## src/rtl/flash_blk_wbuf.sv

```systemverilog
module flash_blk_wbuf #(
  parameter int ADDR_W   = 16,
  parameter int PROG_LAT = 6
) (
  input  logic              clk,
  input  logic              rst_n,
  input  logic              wr_en,
  input  logic [ADDR_W-1:0] wr_addr,
  input  logic [7:0]        wr_data,
  output logic              wr_rdy,
  input  logic              prog_en,
  input  logic              flash_we,
  input  logic              blk_mode,
  input  logic              scratch_sel,
  input  logic [1:0]        bank_sel,
  output logic              ram_we,
  output logic [ADDR_W-1:0] ram_addr,
  output logic [7:0]        ram_data,
  output logic              pgm_req,
  output logic [ADDR_W-1:0] pgm_addr,
  output logic [31:0]       pgm_data,
  output logic [3:0]        pgm_mask,
  output logic              pgm_scratch,
  output logic [1:0]        pgm_bank,
  output logic              busy,
  output logic              done,
  output logic              seq_err
);

  localparam int CNT_W = $clog2(PROG_LAT + 1);

  logic [CNT_W-1:0]  cnt_q;
  logic [31:0]       buf_q;
  logic [1:0]        ptr_q;
  logic [ADDR_W-1:0] base_q;
  logic              bscr_q;
  logic [1:0]        bbank_q;
  logic              mode_q;

  logic              acc, to_flash, fl_acc, clr, in_seq, blk_ok, blk_bad, launch;
  logic [1:0]        idx, top_idx, cur_ptr;
  logic [ADDR_W-1:0] aligned;
  logic [31:0]       merged;

  assign busy     = (cnt_q != '0);
  assign wr_rdy   = !busy;
  assign acc      = wr_en && wr_rdy;
  assign to_flash = prog_en && flash_we;
  assign ram_we   = acc && !to_flash;
  assign ram_addr = wr_addr;
  assign ram_data = wr_data;
  assign fl_acc   = acc && to_flash;

  assign clr     = !prog_en || (blk_mode != mode_q);
  assign top_idx = scratch_sel ? 2'd1 : 2'd3;
  assign idx     = scratch_sel ? {1'b0, wr_addr[0]} : wr_addr[1:0];
  assign aligned = scratch_sel ? {wr_addr[ADDR_W-1:1], 1'b0} : {wr_addr[ADDR_W-1:2], 2'b00};
  assign cur_ptr = clr ? 2'd0 : ptr_q;

  assign in_seq  = (idx == cur_ptr) &&
                   ((cur_ptr == 2'd0) ||
                    (aligned == base_q && scratch_sel == bscr_q && bank_sel == bbank_q));
  assign blk_ok  = fl_acc && blk_mode && in_seq;
  assign blk_bad = fl_acc && blk_mode && !in_seq;
  assign launch  = fl_acc && (!blk_mode || (in_seq && idx == top_idx));

  always_comb begin
    merged = (cur_ptr == 2'd0) ? 32'hFFFF_FFFF : buf_q;
    merged[{idx, 3'b000} +: 8] = wr_data;
  end

  always_ff @(posedge clk) begin
    if (!rst_n) begin
      cnt_q   <= '0;
      done    <= 1'b0;
      pgm_req <= 1'b0;
    end else begin
      pgm_req <= launch;
      done    <= (cnt_q == CNT_W'(1));
      if (launch)    cnt_q <= CNT_W'(PROG_LAT);
      else if (busy) cnt_q <= cnt_q - 1'b1;
    end
  end

  always_ff @(posedge clk) begin
    if (!rst_n) begin
      pgm_addr    <= '0;
      pgm_data    <= '1;
      pgm_mask    <= '0;
      pgm_scratch <= 1'b0;
      pgm_bank    <= '0;
    end else if (launch) begin
      pgm_addr    <= blk_mode ? aligned : wr_addr;
      pgm_data    <= blk_mode ? merged : {24'hFF_FFFF, wr_data};
      pgm_mask    <= !blk_mode ? 4'b0001 : (scratch_sel ? 4'b0011 : 4'b1111);
      pgm_scratch <= scratch_sel;
      pgm_bank    <= bank_sel;
    end
  end

  always_ff @(posedge clk) begin
    if (!rst_n) begin
      buf_q   <= '1;
      ptr_q   <= '0;
      base_q  <= '0;
      bscr_q  <= 1'b0;
      bbank_q <= '0;
      mode_q  <= 1'b0;
      seq_err <= 1'b0;
    end else begin
      mode_q <= blk_mode;
      if (blk_ok && !launch) begin
        buf_q   <= merged;
        ptr_q   <= cur_ptr + 2'd1;
        base_q  <= aligned;
        bscr_q  <= scratch_sel;
        bbank_q <= bank_sel;
      end else if (clr || blk_bad || launch) begin
        ptr_q <= '0;
      end
      if (!prog_en)     seq_err <= 1'b0;
      else if (blk_bad) seq_err <= 1'b1;
    end
  end

  AST_REQ_GATED: assert property (@(posedge clk) disable iff (!rst_n)
    pgm_req |-> $past(prog_en && flash_we));
  AST_REQ_HOLD: assert property (@(posedge clk) disable iff (!rst_n)
    (busy && !pgm_req) |-> ($stable(pgm_data) && $stable(pgm_addr) && $stable(pgm_mask)));
  AST_CODE_TOP: assert property (@(posedge clk) disable iff (!rst_n)
    (pgm_req && $past(blk_mode) && !$past(scratch_sel)) |-> ($past(wr_addr[1:0]) == 2'b11));
  AST_SCR_TOP: assert property (@(posedge clk) disable iff (!rst_n)
    (pgm_req && $past(blk_mode) && $past(scratch_sel)) |-> $past(wr_addr[0]));
  AST_REQ_PULSE: assert property (@(posedge clk) disable iff (!rst_n)
    pgm_req |=> (!pgm_req && (PROG_LAT < 2 || busy)));
  AST_DONE_EDGE: assert property (@(posedge clk) disable iff (!rst_n)
    done |-> (!busy && $past(busy)));
  AST_ERR_CLEAR: assert property (@(posedge clk) disable iff (!rst_n)
    $past(!prog_en) |-> !seq_err);

endmodule

```

## config.mk

```make
export PLATFORM = sky130hd
export DESIGN_NAME = flash_blk_wbuf
export DESIGN_NICKNAME = d
export VERILOG_FILES = /design/src/rtl/flash_blk_wbuf.sv
export SDC_FILE = /design/constraint.sdc
export NUM_CORES = 1
export LEC_CHECK = 0
export BUFFER_PORTS_ARGS = -buffer_cell sky130_fd_sc_hd__buf_2
export CAP_MARGIN = 20
export CORE_ASPECT_RATIO = 1.75
export CORE_MARGIN = 2
export CORE_UTILIZATION = 59
export CTS_CLUSTER_SIZE = 12
export DETAILED_ROUTE_END_ITERATION = 6
export PLACE_DENSITY = 0.95
export SYNTH_ARGS = -nofsm -noshare
export SYNTH_HDL_FRONTEND = slang
export SYNTH_SLANG_ARGS = --single-unit
```

## constraint.sdc

```tcl
create_clock -name clk -period 3.35 [get_ports clk]
set_input_delay 0.1675 -clock clk [delete_from_list [all_inputs] [get_ports clk]]
set_output_delay 0.1675 -clock clk [all_outputs]
set_load 0.02 [all_outputs]
```

==> results of run 1 <==
worst paths after layout:
check,from,end,slack (ns),cells past startpoint
max,mode_q,ptr_q[0],0.37,8
max reg2reg,mode_q,ptr_q[0],0.37,8
min reg2reg,pgm_addr[10],pgm_addr[10],0.46,2
min,wr_addr[12],base_q[12],0.04,3
cell usage after synthesis, types with 20 or more instances:
master | n | area (sq um)
a21oi_1 | 36 | 180
a211oi_1 | 24 | 180
nor2_1 | 63 | 236
dfxtp_1 | 113 | 2260
nand2_1 | 58 | 218
buf_4 | 30 | 225
a2bb2oi_2 | 20 | 300
o21ai_1 | 26 | 130
mux2i_1 | 29 | 290
clkbuf_1 | 34 | 128
a31oi_1 | 25 | 156
o211ai_1 | 26 | 195
tightest hold or removal path: stages:
cell and delay (ns):
buf_2 0.12, nand2_1 0.07, o21ai_1 0.05
per-layer routing:
metal	up-vias	wire, um
met5	-	0
met4	0	581
met2	305	8110
li1	2302	-
met1	2386	5260
met3	53	1120
flip-flops by register name (all words and copies together), names as in the netlist, 2 cells and up:
name      count
base_q       15
buf_q        32
pgm_bank      2
pgm_mask      3
pgm_data     32
pgm_addr     16
ptr_q         2
cnt_q         3
bbank_q       2
report_power, final:
part	leakage (nW)	switching [mW]	internal [mW]
combinational	1.35	0.261	0.132
clock	0.299	0.650	1.28
sequential	0.915	0.0187	1.37
total	2.56	0.929	2.79
final cells by class:
type,instances,area share [%]
clock buffer,20,7.06
inverter,7,0.406
multi-input combinational,410,41.7
sequential,113,35.0
clock inverter,12,2.80
tap,120,2.32
timing repair buffer,132,10.8
per-stage QoR:
stage	hold slack [ns]	instance area, sq um
floorplan	0.318	5430
global placement	0.439	5830
detailed placement	0.448	5830
CTS	0.0414	6470
global route	0.0437	6470
finish	0.0397	6470
cell families after synthesis:
family | count (synthesis) | synth area share, %
fa+ha+maj | 8 | 1.84
mux | 29 | 5.34
xor+xnor | 21 | 3.39
simple gates | 162 | 14.0
flops | 113 | 41.6
buf+inv | 86 | 8.77
compound gates | 190 | 25.1
timing repair:
item	4_1_cts	5_1_grt
hold buffers	0	0
gates resized for setup	0	1
setup endpoints to repair	0	1
==> results.md, run 1 <==
* Worst Setup Start Kind: flip-flop
* Final total power at 3.72 mW
* Dpl hpwl at 9640 um
* Sequential share of the synthesized area at about two fifths
* Yosys reg bits at 113
* Largest net degree at the start of global routing at 105
* Setup Buffers After CTS at 0
* Most frequent cells in the layout: buf_2 (117), dfxtp_1 (113), nor2_1 (63)
* Maximum root-to-sink buffer count at 2
* Critical path data arrival time at 3.31 ns
* Hold Fails Final Rpt at 0
* Die height at 131 um
* Post-synth EDFFs at 0
* Total negative slack at 0 ns
* Worst Tran Pin Value at between 1 and 1.5 ns
* VDD IR max at about 0.00052 V
* Clock Pin Slew Worst Setup and Hold Paths at around 0.05 ns
* DRT iter0 DRCs at 355
* Max cap viols at 0
* GR Util met3 at 7.21%
* Die area at 0.0100 sq mm
* Pins over their slew limit at 0
* Final #Nets at 722
* Final Instance Count excl. Fillers at 814
* First-pass GRT wire length at roughly 24000 um
* Minimum clock period at approximately 3.0 ns
* Initial core utilization at between 60% and 70%
* Rows at 46
* Crit end category: flip-flop
* Initial antenna violation count at 0
* Worst path required time at 3.69 ns
* Final Core Density at 71.6%
* Synth async-reset ratio at 0%
* Ys flop type: dfxtp_1
* Vias in the first global route at 4887
* PwrDens at about 570 mW/mm^2
* Fraction of final layout cells sized beyond drive strength 1 at 28.0%
* Fmax achieved at between 0.3 and 0.4 GHz
* Met2 Use GR at about 58%
* CP Buf/Inv Count at 1
* Post-synthesis cell type count at 47
* Clock Sinks at between 100 and 150
* RSZ-0062 raised after global routing: false
* Critical Path, Cell by Cell: xor2_1 -> nor2_2 -> nand2_1 -> ha_1 -> buf_4 -> a21o_1 -> nand2_2 -> o22ai_1
* Via count at between 5000 and 6000
* Met1 Use GR at 30.3%
* Placed Instances at 782
* Register area at 0.00226 sq mm
* LEAKAGE at ~2.6 nW
* Layout Area Growth over Synthesis at 19.1%
* Commonest non-fill, non-tap cell in the layout: buf_2
* Worst setup margin at 0.374 ns
* Grt ovf at 0
* Status: completed
* GPL Wtd Cong at 0.902
* Crit path max fanout at 20
* Post-Synthesis Net Count at between 600 and 700
* Core area at about 0.0090 sq mm
* Slowest stage cell, crit path: a21o_1
* Avg Cell Area, Syn at ~9 sq um
* Drt drc at 0
* Worst setup path class: flip-flop to flip-flop
* Post-synthesis cell count at 609
* Routed Antenna Nets at 0
* Setup Slack @ Placement at between 0.3 and 0.4 ns
* Final wirelength at 15100 um
* Worst path top cell family by delay: compound AO/OA/AOI/OAI gates
* Final Cycle Share at 88.8%
* Drt via density at between 6 and 7
* Max-slew headroom at 29.9%
* IO buf count at 117
* DR pass1 iterations at 6
* TritonCTS clock tree: yes
* Routed wire length per instance at around 19 um
* Root Driver: clkbuf_16
* # IOs at 118
* Die Wd at 76.5 um
* Yosys warning total at 0
* Cell Area, Synth at 0.00543 sq mm
* Number of fill cells at ~650
* Final setup violation count at 0
* GRT busiest layer: met2
* Slowest cell delay on critical path at 0.48 ns
* Clk_lat worst skew at 0.42 ns
* Total track usage at a little under a third
* Multi-input logic area at 0.00270 sq mm
* Worst hold path type: input port to flip-flop
* # diodes at 0
* Layout Skew at 0.00881 ns
* Total CTS buffers at 17
* H-Tree Level Count at 4
No activity file was read; power rests on OpenSTA's default activity.
==> run 2: changes to the inputs <==
clock period = 3.8 ns   (was 3.35 ns; I/O delays follow)
==> run 2 against run 1 <==
Net effect:
- clock-buffer cell count increased by 7
- largest power group unchanged
- fmax grew 8.2%
- clock skew down 0.0021 ns
- wire length decreased by 0.40%
- global-route usage grew 0.31 points
- sequential power down 12%
- die area stayed put
- worst setup slack gained 0.68 ns
==> results.md, run 2 (synthesized netlist as in run 1, its figures left out) <==
* Status: completed
* Routed wire length per instance at 18.5 um
* Initial core utilization at 60.1%
* Hold WS at 0.0710 ns
* Critical path data arrival time at 3.08 ns
* Layout Skew at 0.00670 ns
* Die Wd at 76.5 um
* Drt drc at 0
* Reg2Reg Depth at 8
* Vias in the first global route at roughly 4800
* First-pass GRT wire length at 24000 um
* Max cap viols at 0
* H-Tree Level Count at 4
* Final total power at 3.17 mW
* VDD IR max at 0.000376 V
* Final Core Density at between 70% and 80%
* Pins over their slew limit at 0
* Crit end category: flip-flop
* Worst Tran Pin Value at between 0.9 and 1 ns
* Max-slew headroom at 34.9%
* DR pass1 iterations at 5
* Die area at 0.0100 sq mm
* Post-route cell area at roughly 0.0064 sq mm
* # resized after CTS at 0
* Clock Pin Slew Worst Setup and Hold Paths at approximately 0.05 ns
* Placed Area at 0.00581 sq mm
* Crit path max fanout at 34
* RSZ-0062 raised after global routing: false
* Rows at 46
* # diodes at 0
* Final Cycle Share at just over 70%
* Setup Buffers After CTS at 0
* Layout Area Growth over Synthesis at 18.0%
* Final #Nets at 719
* Root Driver: clkbuf_16
* Core area at 0.00904 sq mm
* Most frequent cells in the layout: buf_2 (117), dfxtp_1 (113), nor2_1 (63)
* Initial antenna violation count at 0
* Top Registers: buf_q (32), pgm_data (32), pgm_addr (16)
* LEAKAGE at 2.55 nW
* Maximum root-to-sink buffer count at 2
* Grt ovf at 0
* PwrDens at a little under 500 mW/mm^2
* # IOs at 118
* IO buf count at 117
* Total track usage at 30.5%
* Die height at around 130 um
* CTS Hold Bufs at 0
* Total negative slack at 0 ns
* Number of fill cells at 647
* Hold Fails Final Rpt at 0
* Drt via density at slightly above 6
* Commonest non-fill, non-tap cell in the layout: buf_2
* Worst Setup Start Kind: flip-flop
* Dpl hpwl at a little under 10000 um
* Clock Sinks at 113
* Total CTS buffers at 17
* Fraction of final layout cells sized beyond drive strength 1 at between 20% and 30%
* Number of cells on the worst hold path at 3
* Final setup violation count at 0
* Largest net degree at the start of global routing at 66
* Routed Antenna Nets at 0
* Worst setup path class: flip-flop to flip-flop
* DRT iter0 DRCs at 369
* Final wirelength at roughly 15000 um
* Minimum clock period at around 2.8 ns
* Fmax achieved at around 0.36 GHz
* Via count at 5027
* Clk_lat worst skew at 0.42 ns
* GPL Wtd Cong at 0.856
* TritonCTS clock tree: yes
* Worst hold path type: input port to flip-flop
* Worst path required time at 4.13 ns
==> run 2: area by class of cell <==
type	count	area, sq um	share of cell area [%]
multi-input cells	410	2690	42.0
flip-flops and latches	113	2260	35.3
repair buffers	129	676	10.5
clock buffers	27	533	8.31
well taps	120	150	2.34
clock inverters	4	70.1	1.09
inverters	7	26.3	0.410
==> run 2: worst paths after layout <==
check | start | end | slack (ns)
hold reg to reg | pgm_addr[2] | pgm_addr[2] | 0.45
hold / removal | wr_addr[9] | base_q[9] | 0.07
setup reg to reg | mode_q | ptr_q[0] | 1.05
setup / recovery | mode_q | ptr_q[0] | 1.05
==> run 2: worst max-delay path, cell delays in order, from the launching register on <==
cell,delay (ns)
dfxtp_1,0.33
xor2_1,0.34
nor2_2,0.09
nand2_1,0.17
ha_1,0.20
buf_4,0.36
a21o_1,0.34
nand2_1,0.51
o22ai_1,0.32
==> run 2: per-layer routing <==
| metal | track usage [%] | routed length, um |
|---|---|---|
| met1 | 32.8 | 5340 |
| met2 | 55.4 | 8000 |
| met3 | 7.07 | 1060 |
| met4 | 16.6 | 618 |
| met5 | 0 | 0 |
==> run 2: through the flow <==
stage | instances | setup slack, ns
global route | 810 | 0.877
global placement | 779 | 1.03
detailed placement | 779 | 0.909
finish | 810 | 1.05
CTS | 810 | 1.09
floorplan | 609 | 1.59
==> run 2: power breakdown <==
part           switching (mW)  internal [mW]
registers              0.0153           1.21
logic                   0.228          0.115
clock network           0.523           1.08
total                   0.767           2.41
